**config.mk**
```make
export PLATFORM = sky130hd
export DESIGN_NAME = pgfault_capture
export DESIGN_NICKNAME = d
export VERILOG_FILES = /design/src/rtl/pf_pkg.sv /design/src/rtl/pf_decode.sv /design/src/rtl/pf_fifo.sv /design/src/rtl/pf_irq.sv /design/src/rtl/pgfault_capture.sv
export SDC_FILE = /design/constraint.sdc
export NUM_CORES = 1
export LEC_CHECK = 0
export BUFFER_PORTS_ARGS = -buffer_cell sky130_fd_sc_hd__buf_2
export CORE_MARGIN = 2
export CORE_UTILIZATION = 58
export CTS_BUF_LIST = sky130_fd_sc_hd__clkbuf_4
export DETAILED_ROUTE_END_ITERATION = 7
export PLACE_DENSITY = 0.74
export SYNTH_ARGS = -nofsm -noshare
export SYNTH_HDL_FRONTEND = slang
export SYNTH_SLANG_ARGS = --single-unit
```
**constraint.sdc**
```tcl
create_clock -name clk -period 2.9 [get_ports clk]
set_input_delay 0.58 -clock clk [delete_from_list [all_inputs] [get_ports clk]]
set_output_delay 0.58 -clock clk [all_outputs]
set_load 0.005 [all_outputs]
```
**src/rtl/pf_pkg.sv**
```systemverilog
package pf_pkg;
  localparam int PF_AW = 16;
  localparam int PF_DW = 8;

  typedef struct packed {
    logic [PF_AW-1:0] addr;
    logic [PF_DW-1:0] data;
  } pf_rec_t;
endpackage

```
**src/rtl/pf_decode.sv**
```systemverilog
module pf_decode
  import pf_pkg::*;
(
  input  logic             sel_i,
  input  logic             wr_i,
  input  logic [PF_AW-1:0] addr_i,
  input  logic [PF_DW-1:0] wdata_i,
  output logic             push_o,
  output pf_rec_t          rec_o,
  output logic [PF_DW-1:0] rdata_o
);
  // Only writes into the unmapped region are logged.
  assign push_o     = sel_i & wr_i;
  assign rec_o.addr = addr_i;
  assign rec_o.data = wdata_i;
  // Unmapped pages read as zero.
  assign rdata_o    = '0;
endmodule

```
**src/rtl/pf_fifo.sv**
```systemverilog
module pf_fifo
  import pf_pkg::*;
#(
  parameter int DEPTH = 24,
  localparam int PW = $clog2(DEPTH),
  localparam int CW = $clog2(DEPTH + 1)
) (
  input  logic          clk,
  input  logic          rst_n,
  input  logic          clr_i,
  input  logic          push_i,
  input  pf_rec_t       rec_i,
  input  logic          pop_i,
  output pf_rec_t       head_o,
  output logic [CW-1:0] cnt_o,
  output logic [CW-1:0] cnt_nxt_o,
  output logic          empty_o,
  output logic          ovf_o
);
  pf_rec_t       mem_q [DEPTH];
  logic [PW-1:0] wr_ptr_q, rd_ptr_q;
  logic [CW-1:0] cnt_q, cnt_d;
  logic          ovf_q;
  logic          full, empty, do_push, do_pop, drop;

  function automatic logic [PW-1:0] ptr_inc(input logic [PW-1:0] p);
    return (p == PW'(DEPTH - 1)) ? '0 : p + 1'b1;
  endfunction

  assign full    = (cnt_q == CW'(DEPTH));
  assign empty   = (cnt_q == '0);
  assign do_pop  = pop_i & ~empty;
  // When full, a write is accepted only if a pop frees a slot on the same edge.
  assign do_push = push_i & (~full | do_pop);
  assign drop    = push_i & full & ~do_pop;

  always_comb begin
    if (clr_i) cnt_d = '0;
    else       cnt_d = cnt_q + CW'(do_push) - CW'(do_pop);
  end

  always_ff @(posedge clk or negedge rst_n) begin
    if (!rst_n) begin
      wr_ptr_q <= '0;
      rd_ptr_q <= '0;
      cnt_q    <= '0;
      ovf_q    <= 1'b0;
    end else if (clr_i) begin
      wr_ptr_q <= '0;
      rd_ptr_q <= '0;
      cnt_q    <= '0;
      ovf_q    <= 1'b0;
    end else begin
      if (do_push) wr_ptr_q <= ptr_inc(wr_ptr_q);
      if (do_pop)  rd_ptr_q <= ptr_inc(rd_ptr_q);
      cnt_q <= cnt_d;
      if (drop) ovf_q <= 1'b1;
    end
  end

  always_ff @(posedge clk) begin
    if (do_push && !clr_i) mem_q[wr_ptr_q] <= rec_i;
  end

  assign head_o    = mem_q[rd_ptr_q];
  assign cnt_o     = cnt_q;
  assign cnt_nxt_o = cnt_d;
  assign empty_o   = empty;
  assign ovf_o     = ovf_q;

  // occupancy never exceeds the depth
  a_r7_no_overflow: assert property (@(posedge clk) disable iff (!rst_n)
    cnt_q <= CW'(DEPTH));
  // a write and a pop on one edge keep the count
  a_r6_push_pop_hold: assert property (@(posedge clk) disable iff (!rst_n)
    (push_i && pop_i && !empty && !clr_i) |=> $stable(cnt_q));
  // a pop request on an empty queue does nothing
  a_r5_pop_empty: assert property (@(posedge clk) disable iff (!rst_n)
    (pop_i && empty && !push_i && !clr_i) |=> (cnt_q == '0));
  // the overflow flag falls only on clear
  a_r8_ovf_sticky: assert property (@(posedge clk) disable iff (!rst_n)
    (ovf_q && !clr_i) |=> ovf_q);
  // clear empties the queue
  a_r9_clear: assert property (@(posedge clk) disable iff (!rst_n)
    clr_i |=> (cnt_q == '0 && !ovf_q));
endmodule

```
**src/rtl/pf_irq.sv**
```systemverilog
module pf_irq #(
  parameter int CW = 5
) (
  input  logic          clk,
  input  logic          rst_n,
  input  logic          clr_i,
  input  logic          insn_end_i,
  input  logic [CW-1:0] cnt_i,
  input  logic [CW-1:0] cnt_nxt_i,
  output logic          irq_o
);
  logic irq_q;

  always_ff @(posedge clk or negedge rst_n) begin
    if (!rst_n)     irq_q <= 1'b0;
    else if (clr_i) irq_q <= 1'b0;
    else            irq_q <= (cnt_nxt_i != '0) && (irq_q || insn_end_i);
  end

  assign irq_o = irq_q;

  // the request only rises at an instruction end
  a_r10_rise_at_end: assert property (@(posedge clk) disable iff (!rst_n)
    (!irq_q && !insn_end_i) |=> !irq_q);
  // the request is never high while the queue is empty
  a_r10_irq_nonempty: assert property (@(posedge clk) disable iff (!rst_n)
    irq_q |-> (cnt_i != '0));
endmodule

```
**src/rtl/pgfault_capture.sv**
```systemverilog
module pgfault_capture
  import pf_pkg::*;
#(
  parameter int DEPTH = 24,
  localparam int CW = $clog2(DEPTH + 1)
) (
  input  logic             clk,
  input  logic             rst_n,
  input  logic             sel_i,
  input  logic             wr_i,
  input  logic [PF_AW-1:0] addr_i,
  input  logic [PF_DW-1:0] wdata_i,
  output logic [PF_DW-1:0] rdata_o,
  input  logic             insn_end_i,
  input  logic             clr_i,
  output logic             head_valid_o,
  input  logic             head_ready_i,
  output logic [PF_AW-1:0] head_addr_o,
  output logic [PF_DW-1:0] head_data_o,
  output logic [CW-1:0]    count_o,
  output logic             empty_o,
  output logic             overflow_o,
  output logic             irq_o
);
  logic          push;
  pf_rec_t       rec, head;
  logic [CW-1:0] cnt, cnt_nxt;
  logic          empty;

  pf_decode u_dec (
    .sel_i   (sel_i),
    .wr_i    (wr_i),
    .addr_i  (addr_i),
    .wdata_i (wdata_i),
    .push_o  (push),
    .rec_o   (rec),
    .rdata_o (rdata_o)
  );

  pf_fifo #(.DEPTH(DEPTH)) u_fifo (
    .clk       (clk),
    .rst_n     (rst_n),
    .clr_i     (clr_i),
    .push_i    (push),
    .rec_i     (rec),
    .pop_i     (head_ready_i),
    .head_o    (head),
    .cnt_o     (cnt),
    .cnt_nxt_o (cnt_nxt),
    .empty_o   (empty),
    .ovf_o     (overflow_o)
  );

  pf_irq #(.CW(CW)) u_irq (
    .clk        (clk),
    .rst_n      (rst_n),
    .clr_i      (clr_i),
    .insn_end_i (insn_end_i),
    .cnt_i      (cnt),
    .cnt_nxt_i  (cnt_nxt),
    .irq_o      (irq_o)
  );

  assign head_valid_o = ~empty;
  assign empty_o      = empty;
  assign count_o      = cnt;
  assign head_addr_o  = head.addr;
  assign head_data_o  = head.data;

  // the stream valid is the complement of empty
  a_r4_valid_empty: assert property (@(posedge clk) disable iff (!rst_n)
    head_valid_o == (count_o != '0));
endmodule

```
Word level (Yosys, flattened, before mapping)
Memories as Yosys holds them, arrays and structs flattened.
Cells that the tools add are included.
Widths: inputs -> output; s select.
{"block": "word_totals", "reg_bits": 17, "ram_bits": 576, "output_inout_bits": 41, "word_cells": 44, "n_memories": 1}
{"block": "op_classes", "n_addsub": 4, "n_eq_ne": 3, "mux": 13, "bitwise": 9, "n_reduce_logical": 9}
{"memory": "u_fifo.mem_q", "depth": 24, "word_bits": 24, "read_ports": 1, "rd_clocked_by_memory_dff": 0, "wr": 1, "line": "pf_fifo.sv:20", "rtl": "pf_rec_t mem_q [DEPTH];"}
{"cell": "$mux 5", "n": 8}
{"cell": "$eq 5x5->1 const B", "n": 3}
{"cell": "$add 5x1->5 const B", "n": 2}
{"cell": "$reduce_bool 2->1", "n": 3}
{"cell": "$add 5x1->5", "n": 1}
{"cell": "$and 1x1->1", "n": 5}
{"cell": "$logic_not 5->1", "n": 1}
{"cell": "$mux 1", "n": 5}
{"cell": "$reduce_bool 5->1", "n": 1}
{"cell": "$sub 5x1->5", "n": 1}
{"cell": "$not 1->1", "n": 3}
{"cell": "$logic_and 1x1->1", "n": 2}
{"cell": "$logic_not 1->1", "n": 1}
{"cell": "$logic_or 1x1->1", "n": 1}
{"cell": "$or 1x1->1", "n": 1}

Depth between registers and ports, before layout
Gate-level depths: netlist of the first run.
{"block": "logic_depth", "ltp_word": 11, "ltp_mapped": 13, "ltp_nobuf": 12}

By module
From an unflattened synthesis of the first run, not the netlist that was laid out.
{"block": "unflattened", "cells_unflattened": 1181, "hier_area_um2": 23475.0}
{"module": "pf_fifo", "instances": 1, "cells_each": 1141, "area_per_inst_um2": 23176.0, "seq_area_each_um2": 17697.0}
{"module": "pf_decode", "instances": 1, "cells_each": 34, "area_per_inst_um2": 250.2, "seq_area_each_um2": 0.0}
{"module": "pf_irq", "instances": 1, "cells_each": 5, "area_per_inst_um2": 45.0, "seq_area_each_um2": 25.0}
{"module": "pgfault_capture", "instances": 1, "cells_each": 1, "area_per_inst_um2": 3.8, "seq_area_each_um2": 0.0}

Worst setup path after synthesis of the first run
Ideal clock, no wire load.
{"block": "synth_path", "kind": "input-to-reg", "start": "input port head_ready_i", "end": "memory u_fifo.mem_q[20][0] (netlist bit), enable pin", "setup_time_ns": 0.405, "arrival_time_ns": 2.475, "setup_slack_ns": 0.020, "stages": 5, "n_path_buf": 1, "cell_sequence": "clkbuf_2 -> nor4b_4 -> a211oi_1 -> nand2_1 -> nor2_1"}
{"block": "synth_between", "elab_chain_cells": 6}
{"item": "start, declared", "line": "pgfault_capture.sv:17", "rtl": "input logic head_ready_i,"}
{"item": "$and 1x1->1", "line": "pf_fifo.sv:32", "rtl": "assign do_pop = pop_i & ~empty;"}
{"item": "$or 1x1->1", "line": "pf_fifo.sv:34", "rtl": "assign do_push = push_i & (~full | do_pop);"}
{"item": "$and 1x1->1", "line": "pf_fifo.sv:34"}
{"item": "$logic_and 1x1->1", "line": "pf_fifo.sv:62", "rtl": "if (do_push && !clr_i) mem_q[wr_ptr_q] <= rec_i;"}
{"item": "$mux 1", "line": "pf_fifo.sv:62"}
{"item": "$mux 1 (not written as such)", "line": "pf_fifo.sv:62"}
{"item": "end, declared", "line": "pf_fifo.sv:20"}
Every way passes these cells.

Final worst setup path of the first run
{"block": "layout_path", "start": "register u_fifo.rd_ptr_q[0]", "end": "output port head_addr_o[5]"}
{"block": "layout_between", "elab_chain_cells": 1}
{"item": "start, declared", "line": "pf_fifo.sv:21", "rtl": "logic [PW-1:0] wr_ptr_q, rd_ptr_q;"}
{"item": "start signal, assigned", "line": "pf_fifo.sv:55", "rtl": "if (do_pop) rd_ptr_q <= ptr_inc(rd_ptr_q);"}
{"item": "$mem_v2 24x24"}
{"item": "end, declared", "line": "pgfault_capture.sv:18", "rtl": "output logic [PF_AW-1:0] head_addr_o,"}
Every way passes these cells.

==> metrics, run 1 <==
CTS Buf Count=~140; die area=about 42000 sq um; Setup CP Type=register to primary output; Hold WS=between 0.06 and 0.07 ns; CTS tree=yes; H-tree levels=4; clock-pin slew on the worst setup and hold paths=around 0.070 ns; largest net degree at the start of global routing=35; Mapped Cells=~1.2k; achievable frequency=just under 300 MHz; post-layout util=about 69%; gpl congestion=0.790; DR WL/cell=between 20 and 30 um; Leak Pwr=a little under 9 nW; Worst Reg2Reg Path Length in Cells=11; Hold Path Depth=3; Post-Syn Area=between 20000 and 25000 sq um; peak supply drop=roughly 340 uV; vias in the first global route=approximately 13k; Slew Limit Fails=0; footprint of the multi-input gates=about 5400 sq um; HPWL Detailed=about 29 mm; core area=39700 sq um; Slew @ Worst Pin=slightly above 0.5 ns; run status=finished, violations left; Remaining DRCs=0; antenna violations before repair=3; max_cap viols=0; main flop type after synthesis=edfxtp_1; final hold violation count=0; Clk Latency, worst-skew pair=~0.84 ns; first-pass GRT wire length=just under 80 mm; layout cells sized above 1=~37%; # fillers=2452; synthesized area per cell=20.2 sq um; clock sink count=593; fraction of registers with async set/reset=under 10%; fin crit period=roughly 3.4 ns; row cnt=between 70 and 80; Die Wd=~200 um; register area share after synthesis=75.9%; vias per inst=slightly above 6; final worst slack=-0.509 ns; Area growth syn-to-layout=17.9%; initial core utilization=about three fifths; clock root cell=clkbuf_4; Total GRT Usage=26.7%; yosys warns=0; crit-path max FO=17; RSZ-0062 raised after global routing=yes; Final Cycle Share=118%; Die Height=~200 um; Crit path required time=between 2 and 2.5 ns; drt first pass iters=5; # setup viols final=24; sequential cell area=around 18000 sq um; capturing element type of the critical path=primary output; failing checks=setup timing; IO buf count=63; Ports=roughly 70; skew final=a little over 0.06 ns; Slew headroom=between 60% and 70%; Worst Hold Class=primary input to register; Netlist cell types=44; Antenna Violating Nets Remaining=0; CP startpoint kind=register; number of synthesized flops with an enable pin=~580; Routed WL=roughly 55 mm; Starting DRT DRC Count=around 1.2k; Layout Nets=about 1.5k; Critical Path AT=approximately 2.8 ns; PwrDens=715 nW/um^2; #FFs+latches synth=593; Longest Clk Path Bufs=3; vias after detailed routing=between 10k and 15k; GRT overflow=0; pre-CTS setup slack=roughly 0.13 ns; overall power=between 15 and 20 mW
## kinds of logic (layout without fill, tap and decap cells)
family	count (synthesis)	count (layout)	share of synthesized area [%]
compound gates	113	113	3.84
fa+ha+maj	12	12	0.676
other cells	1	9	0.0161
xor+xnor	6	6	0.225
flops	593	593	75.9
mux	221	221	14.6
simple gates	122	122	2.41
buf+inv	89	438	2.26
## synth_stat cells, drive strengths merged (5+ instances only)
cell type  instances  share of area, %
mux4              96               9.3
mux2i            125               5.4
ha                11              0.59
nand2             35              0.56
inv               10              0.16
nor2b              5              0.13
a21oi              6              0.14
a2bb2oi           24              0.90
buf               50               1.6
dfrtp             17               1.8
clkbuf            29              0.47
a22oi             24              0.77
nor2              41              0.66
edfxtp           576                74
o311ai            24              0.90
o211ai            24              0.77
nand3             30              0.64
## report_power, final
part,switching [mW],total (mW),internal [mW]
combinational,1.58,3.32,1.74
sequential,0.0887,9.54,9.46
clock,3.14,6.80,3.66
## cell usage in the layout, fill, tap and decap left out, types with 7 or more instances in the layout
master and instances:
edfxtp_1 576, clkbuf_4 202, mux2i_1 115, mux4_2 96, buf_4 72, buf_2 61, nand2_1 35, nand3_1 30
buf_12 29, clkinv_1 25, a22oi_1 24, o211ai_1 24, nor2_4 24, a2bb2oi_1 23, nor2_1 17, o311ai_1 17
dfrtp_1 13, ha_1 11, buf_6 10, inv_1 9, conb_1 8, o311ai_2 7, mux2i_2 7, buf_16 7
## routing by layer
metal,part of all wire (%),global-route usage [%]
met1,39,36.0
met2,49,43.0
met3,8.3,5.90
met4,3.1,10.7
met5,0.042,0
## critical path, stage by stage (launching register included)
cell,delay (ns)
dfrtp_4,0.44
buf_12,0.16
buf_12,0.20
mux4_2,0.54
mux2i_2,0.19
o311ai_1,0.14
buf_4,0.19
buf_2,0.12
## metrics by stage
stage	std cells	TNS (ns)	cell area (sq um)
global route	2039	-13.48	27500
CTS	2026	-12.31	27300
floorplan	1164	0	23400
global placement	1761	0	25100
finish	2039	-11.06	27500
detailed placement	1761	0	25100
## sequential cells by signal (all words and copies together), names as in the netlist
name / cells
u_fifo.wr_ptr_q: 5
u_fifo.ovf_o: 1
u_fifo.cnt_o: 5
u_fifo.rd_ptr_q: 5
u_irq.irq_o: 1
u_fifo.mem_q: 576
## area by class of cell
type	instances	share of cell area, %
tap	525	2.39
multi-input combinational	482	19.7
timing repair buffer	184	6.60
sequential	593	64.4
clock inverter	42	1.17
clock buffer	202	5.51
antenna	1	0.00909
inverter	10	0.136
## repair_timing
action                                  CTS  global route
gates cloned                              3             3
hold endpoints to repair                 18             0
hold buffers                              2             0
endpoints found under the setup margin   25            27
pin swaps                                 9             4
gates resized for setup                  30            11
buffers inserted                         17             9
## path summary, 6_finish.rpt
path                                    startpoint                  to  slack [ns]
worst max-delay path            u_fifo.rd_ptr_q[0]      head_addr_o[5]       -0.51
max in group asynchronous                    rst_n  u_fifo.rd_ptr_q[1]        2.34
min in group asynchronous                    rst_n  u_fifo.rd_ptr_q[0]        0.19
worst min register to register        u_fifo.ovf_o        u_fifo.ovf_o        0.53
worst max register to register     u_fifo.cnt_o[2]         u_irq.irq_o        0.18
worst min-delay path                         sel_i        u_fifo.ovf_o        0.06
Power figures use the tool's default switching activity.
==> inputs of run 2 (changes only) <==
- ABC_AREA: default -> 1
- HOLD_SLACK_MARGIN: default -> 0.15
==> run 2 against run 1 <==
- the run still ends with setup timing left
- clock skew is 0.013 ns lower
- first-iteration DRC count rose by 100%
- final cell count grew 59%
- critical path depth is 5 higher
- synthesized cell count is 100% higher
- clock power down 0.9%
- design area is 11% higher
- critical path type unchanged
- largest power group unchanged
==> metrics, run 2 <==
run status=finished, violations left; failing checks=setup timing; drt first pass iters=7 (+2); core area=43100 sq um (+8.4%); clock root cell=clkbuf_4; Leak Pwr=12.3 nW (+38%); Die Height=213 um (+4.1%); row cnt=76 (+4.1%); Synth area leader=edfxtp_1; Setup CP Type=register to primary output; Clk Latency, worst-skew pair=0.96 ns (+0.12 ns); Area growth syn-to-layout=20.1%; Remaining DRCs=0 (unchanged); Slew headroom=39.5% (-26 points); synth top area cells=edfxtp_1 (68%), nand2_1 (8.6%), nand3_1 (6.5%); # setup viols final=24 (unchanged); Ports=72 (unchanged); Crit path required time=2.32 ns (about the same); most frequent cells after synthesis=nand2_1 (578), edfxtp_1 (576), nand3_1 (329); main combinational cell family by area after synthesis=simple AND/OR/NAND/NOR gates; Netlist cell types=27 (-39%); Post-Synth XOR/XNOR Area=0.0691% (-0.16 points); most numerous cell in the Yosys netlist=nand2_1; commonest cells after routing, fill and taps aside=edfxtp_1 (576), nand2_1 (512), inv_1 (312); number of synthesized flops with an enable pin=576 (unchanged); Final Cell Area=30400 sq um (+11%); Antenna Violating Nets Remaining=0 (unchanged); Largest register FFs=576 (unchanged); CP peak stage delay=0.59 ns (+0.05 ns); IO buf count=63 (unchanged); mux contribution to synthesized area=0% (-15 points); Slew @ Worst Pin=0.905 ns (+0.397 ns); CTS Buf Count=148 (+4.2%); Slew Limit Fails=0 (unchanged); Layout Nets=2597 (+78%); CP bufs+invs=4 (unchanged); main flop type after synthesis=edfxtp_1; achievable frequency=293 MHz (about the same); Worst Reg2Reg Path Length in Cells=16 (+5); commonest non-fill, non-tap cell in the layout=edfxtp_1; Simple-Gate Fraction of Synth Area=17.9% (+16 points); register area share after synthesis=70.0% (-6.0 points); CP most frequent cell=nand2_1; Post-Syn Area=25300 sq um (+8.6%); Mapped Cells=2314 (+100%); GRT overflow=0 (unchanged); gpl congestion=0.842 (+6.6%); CTS tree=yes; Total GRT Usage=30.6% (+3.9 points); Die Wd=213 um (+4.1%); clock-pin slew on the worst setup and hold paths=0.06 ns (about the same); capturing element type of the critical path=primary output; RSZ-0062 raised after global routing=yes; Hold Path Depth=6 (+3); final worst slack=-0.509 ns (+0.000162 ns); Worst Hold Class=primary input to register; vias per inst=5.76 (-7.0%); crit-path max FO=10 (-7); DP Area=26700 sq um (+6.4%); PwrDens=772 nW/um^2 (+8.0%); crit-path leading delay family=simple AND/OR/NAND/NOR gates; antenna violations before repair=2 (-1); yosys warns=0 (unchanged); H-tree levels=4 (unchanged); Synth Area in Compound Gates=3.68% (-0.16 points); Final Cycle Share=118% (about the same); post-layout util=70.6% (+1.4 points); Yosys top cell area share=68.3% (-5.8 points); pre-CTS setup slack=0.325 ns (+0.197 ns); Longest Clk Path Bufs=3 (unchanged); first-pass GRT wire length=101 mm (+28%); clock sink count=593 (unchanged); die area=45400 sq um (+8.4%); fin crit period=3.41 ns (-0.000162 ns); HPWL Detailed=34.8 mm (+19%); crit path cell chain=inv_16 > buf_16 > clkbuf_16 > nand2_1 > nand2_1 > nand2_1 > nand3_1 > nand3_2 > nand2_2 > nand2_1 > nand2_2 > buf_2; adder-cell share of the synthesized area=0.622% (-0.053 points); Worst path depth=12 (+5); vias after detailed routing=18.6k (+47%); #FFs+latches synth=593 (unchanged); layout cells sized above 1=20.0% (-17 points); critical-path cell with the highest stage delay=dfrtp_4; synthesized area per cell=10.9 sq um (-46%); initial core utilization=58.8% (+0.076 points); largest net degree at the start of global routing=66 (+89%); CP startpoint kind=register; skew final=0.0491 ns (-0.0126 ns); max_cap viols=0 (unchanged); Starting DRT DRC Count=2444 (+100%); final hold violation count=0 (unchanged); vias in the first global route=18.1k (+41%); most flop-heavy register=u_fifo.mem_q; Critical Path AT=2.83 ns (about the same); peak supply drop=622 uV (+85%); DR WL/cell=21.9 um (-19%); fraction of registers with async set/reset=2.87% (unchanged); Routed WL=70.7 mm (+28%)
-- run 2: cell types whose count changed after synthesis, moves of 79 or more --
cell     before  now
inv_1        10  313
mux2i_1     125    0
mux4_2       96    0
nand2_1      35  578
nand3_1      30  329
nor2_1       41  184
o21ai_0       1   80
-- run 2: metrics by stage --
step | hold slack [ns] | instances | power, mW | setup TNS, ns
2_1_floorplan | 0.284 | 2321 | 13.1 | 0
3_3_place_gp | 0.479 | 2904 | 14.7 | 0
3_5_place_dp | 0.491 | 2904 | 14.8 | 0
4_1_cts | 0.150 | 3204 | 22.5 | -11.68
5_1_grt | 0.272 | 3231 | 24.5 | -12.94
6_report | 0.296 | 3232 | 23.5 | -9.88
-- run 2: path summary, 6_finish.rpt --
| check | from | endpoint | slack [ns] |
|---|---|---|---|
| min in group asynchronous | rst_n | u_fifo.wr_ptr_q[3] | 0.88 |
| min reg2reg | u_irq.irq_o | u_irq.irq_o | 0.54 |
| max reg2reg | u_fifo.cnt_o[3] | u_irq.irq_o | 0.32 |
| max in group asynchronous | rst_n | u_fifo.rd_ptr_q[1] | 1.35 |
| min | sel_i | u_fifo.wr_ptr_q[3] | 0.30 |
| max | u_fifo.rd_ptr_q[0] | head_addr_o[1] | -0.51 |
-- run 2: repair_timing --
item                                    4_1_cts  5_1_grt
resized for setup                            74       99
pin swaps                                    16       51
endpoints found under the setup margin       24       25
gates cloned                                 13       21
hold buffers                                 31        0
buffers inserted                             16        4
hold endpoints to repair                    604        0
-- run 2: per-layer routing --
layer	global-route usage (%)	vias up	routed length (um)
li1	-	8293	-
met1	39.2	8813	25700
met2	48.7	1300	33900
met3	8.40	224	8380
met4	14.5	0	2720
met5	0	-	0
-- run 2: tightest hold or removal path, cell delays in order --
cell     delay (ns)
buf_2          0.08
nand2_1        0.06
inv_1          0.06
nand2_1        0.15
nand2_1        0.16
o22ai_1        0.09
-- run 2: report_power, final --
part | internal [mW] | switching, mW | leakage [nW]
logic | 2.86 | 4.31 | 5.89
registers | 9.47 | 0.104 | 5.40
clock network | 3.50 | 3.24 | 1.05
total | 15.8 | 7.65 | 12.3
-- run 2: layout make-up --
class,instances,area [sq um]
Antenna cell,3,7.51
Tap cell,585,732
Clock buffer,205,1540
Timing Repair Buffer,213,2780
Fill cell,2779,12600
Timing Repair inverter,1,8.76
Sequential cell,593,17700
Clock inverter,35,220
Multi-Input combinational cell,1280,6200
Inverter,317,1210
-- run 2: cell families (layout without fill, tap and decap cells) --
logic type / Yosys count / after routing
other cells: 1 / 11
compound gates: 161 / 161
fa+ha+maj: 12 / 12
buf+inv: 448 / 771
xor+xnor: 2 / 2
simple gates: 1097 / 1097
flops: 593 / 593
==> inputs of run 3 (changes only) <==
- REMOVE_ABC_BUFFERS: default -> 1
==> run 3 against run 2 <==
- the run still ends with setup timing left
- fmax rose by 2.7%
- count of clock-buffer cells in the layout rose by 14
- worst setup slack improved by 0.089 ns
- clock skew rose by 0.0072 ns
- first-iteration DRC count fell by 2.5%
- sequential power barely moved
- design area barely moved
- critical endpoint is now head_addr_o[14]
==> metrics, run 3 (synthesis gave the netlist of run 2 again) <==
row cnt=76 (unchanged); IO buf count=63 (unchanged); achievable frequency=301 MHz (+2.7%); sw frac=31.9% (-0.73 points); Comb power frac=28.6% (-1.9 points); layout cells sized above 1=20.7% (+0.68 points); Final Cycle Share=114% (-3.1 points); run status=finished, violations left; Slew headroom=57.2% (+18 points); Switch Pwr=7.36 mW (-3.8%); peak supply drop=426 uV (-31%); largest net degree at the start of global routing=77 (+17%); Slew @ Worst Pin=0.640 ns (-0.265 ns); drt first pass iters=5 (-2); core area=43100 sq um (unchanged); clock-pin slew on the worst setup and hold paths=0.06 ns (about the same); CP startpoint kind=register; Clk pwr share=30.1% (+1.4 points); Post-Place Cells=2909 (+0.17%); Longest Clk Path Bufs=3 (unchanged); vias per inst=5.72 (-0.80%); DR WL/cell=21.3 um (-2.5%); Largest register FFs=576 (unchanged); Remaining DRCs=0 (unchanged); Layout Nets=2604 (+0.27%); Setup TNS=-7.24 ns (+2.65 ns); most flop-heavy register=u_fifo.mem_q; die area=45400 sq um (unchanged); final hold violation count=0 (unchanged); commonest non-fill, non-tap cell in the layout=edfxtp_1; PwrDens=760 nW/um^2 (-1.6%); Area growth syn-to-layout=20.1% (about the same); antenna violations before repair=2 (unchanged); fin crit period=3.32 ns (-0.0894 ns); Setup CP Type=register to primary output; Total GRT Usage=28.9% (-1.7 points); pre-CTS setup slack=0.332 ns (+0.00684 ns); vias in the first global route=17.5k (-2.9%); Clk Latency, worst-skew pair=0.88 ns (-0.08 ns); Crit path required time=2.32 ns (about the same); crit-path max FO=8 (-2); Die Wd=213 um (unchanged); Final Cell Area=30400 sq um (about the same); Antenna Violating Nets Remaining=0 (unchanged); RSZ-0062 raised after global routing=yes; capturing element type of the critical path=primary output; initial core utilization=58.8% (unchanged); Slew Limit Fails=0 (unchanged); final worst slack=-0.420 ns (+0.0894 ns); HPWL Detailed=33.1 mm (-5.0%); GRT overflow=0 (unchanged); DP Area=26700 sq um (about the same); Worst Hold Class=primary input to register; Pint=15.7 mW (-0.52%); # setup viols final=24 (unchanged); clock root cell=clkbuf_4; post-layout util=70.6% (about the same); Ports=72 (unchanged); overall power=23.1 mW (-1.6%); Hold WS=0.301 ns (+0.00509 ns); gpl congestion=0.816 (-3.1%); commonest cells after routing, fill and taps aside=edfxtp_1 (576), nand2_1 (546), inv_1 (312); first-pass GRT wire length=97.1 mm (-4.3%); Critical Path AT=2.74 ns (-0.09 ns); sequential power share=41.3% (+0.5 points); H-tree levels=4 (unchanged); final std cells w/o fill=3247 (+0.46%); max_cap viols=0 (unchanged); Die Height=213 um (unchanged); failing checks=setup timing; clock sink count=593 (unchanged); Starting DRT DRC Count=2382 (-2.5%); skew final=0.0562 ns (+0.00717 ns); Leak Pwr=12.4 nW (+0.43%); Routed WL=69.2 mm (-2.0%); CTS tree=yes; CTS Buf Count=149 (+0.68%); vias after detailed routing=18.6k (-0.34%)
## run 3: cell types whose count changed in the layout (fill, tap and decap cells not counted), moves of 7 or more
cell      delta
nand2_1     +34
nand2_2     -27
nand3_1     -26
nand3_2     +26
buf_4       +15
clkbuf_4    +14
nor2_4      +10
nor2_1       -8
buf_2        +7
nand2_4      -7
## run 3: layer usage
metal  up-vias  global-route usage, %  wire length (um)
li1       8290                      -                 -
met1      8898                   38.4             25900
met2      1175                   47.0             33000
met3       201                   5.22              7350
met4         2                   13.0              2970
met5         -                      0                11
## run 3: layout make-up
type	count	area [sq um]
tap	585	732
clock inverter	30	200
timing repair buffer	217	2550
inverter	317	1230
sequential	593	17700
antenna	3	7.51
fill	2894	12700
timing repair inverter	3	43.8
clock buffer	219	1640
multi-input combinational	1280	6280
## run 3: path summary, 6_finish.rpt
path / start / to / slack, ns / cells past startpoint
min in group asynchronous: rst_n / u_fifo.wr_ptr_q[3] / 0.64 / 3
setup reg to reg: u_fifo.cnt_o[2] / u_fifo.mem_q[11][15] / 0.24 / 8
max in group asynchronous: rst_n / u_fifo.rd_ptr_q[2] / 0.98 / 4
hold reg to reg: u_irq.irq_o / u_irq.irq_o / 0.51 / 2
setup / recovery: u_fifo.rd_ptr_q[0] / head_addr_o[14] / -0.42 / 12
hold / removal: wr_i / u_fifo.wr_ptr_q[0] / 0.30 / 6
## run 3: power groups by stage
| stage | clock, mW | combinational [mW] | sequential (mW) |
|---|---|---|---|
| final | 6.95 | 6.61 | 9.55 |
| after global routing | 7.45 | 7.12 | 9.55 |
| after CTS | 6.98 | 5.55 | 9.57 |
| after detailed placement | 0 | 4.77 | 9.75 |
| after floorplan | 0 | 2.91 | 10.1 |
| after global placement | 0 | 4.68 | 9.75 |
## run 3: critical path, stage by stage, from the launching register on
cell	delay [ns]
dfrtp_4	0.50
buf_12	0.14
buf_12	0.12
clkbuf_16	0.18
clkbuf_16	0.18
nand2_1	0.11
nand3_2	0.12
nand3_2	0.09
nand3_2	0.08
nand2_2	0.10
nand2_2	0.06
nand2_2	0.09
buf_2	0.11
## run 3: what timing repair did
action / in CTS / in global routing
gates cloned: 11 / 24
pin swaps: 9 / 70
hold endpoints to repair: 461 / 0
hold buffers: 31 / 0
resized for setup: 64 / 93
setup buffers: 12 / 9
endpoints found under the setup margin: 24 / 24
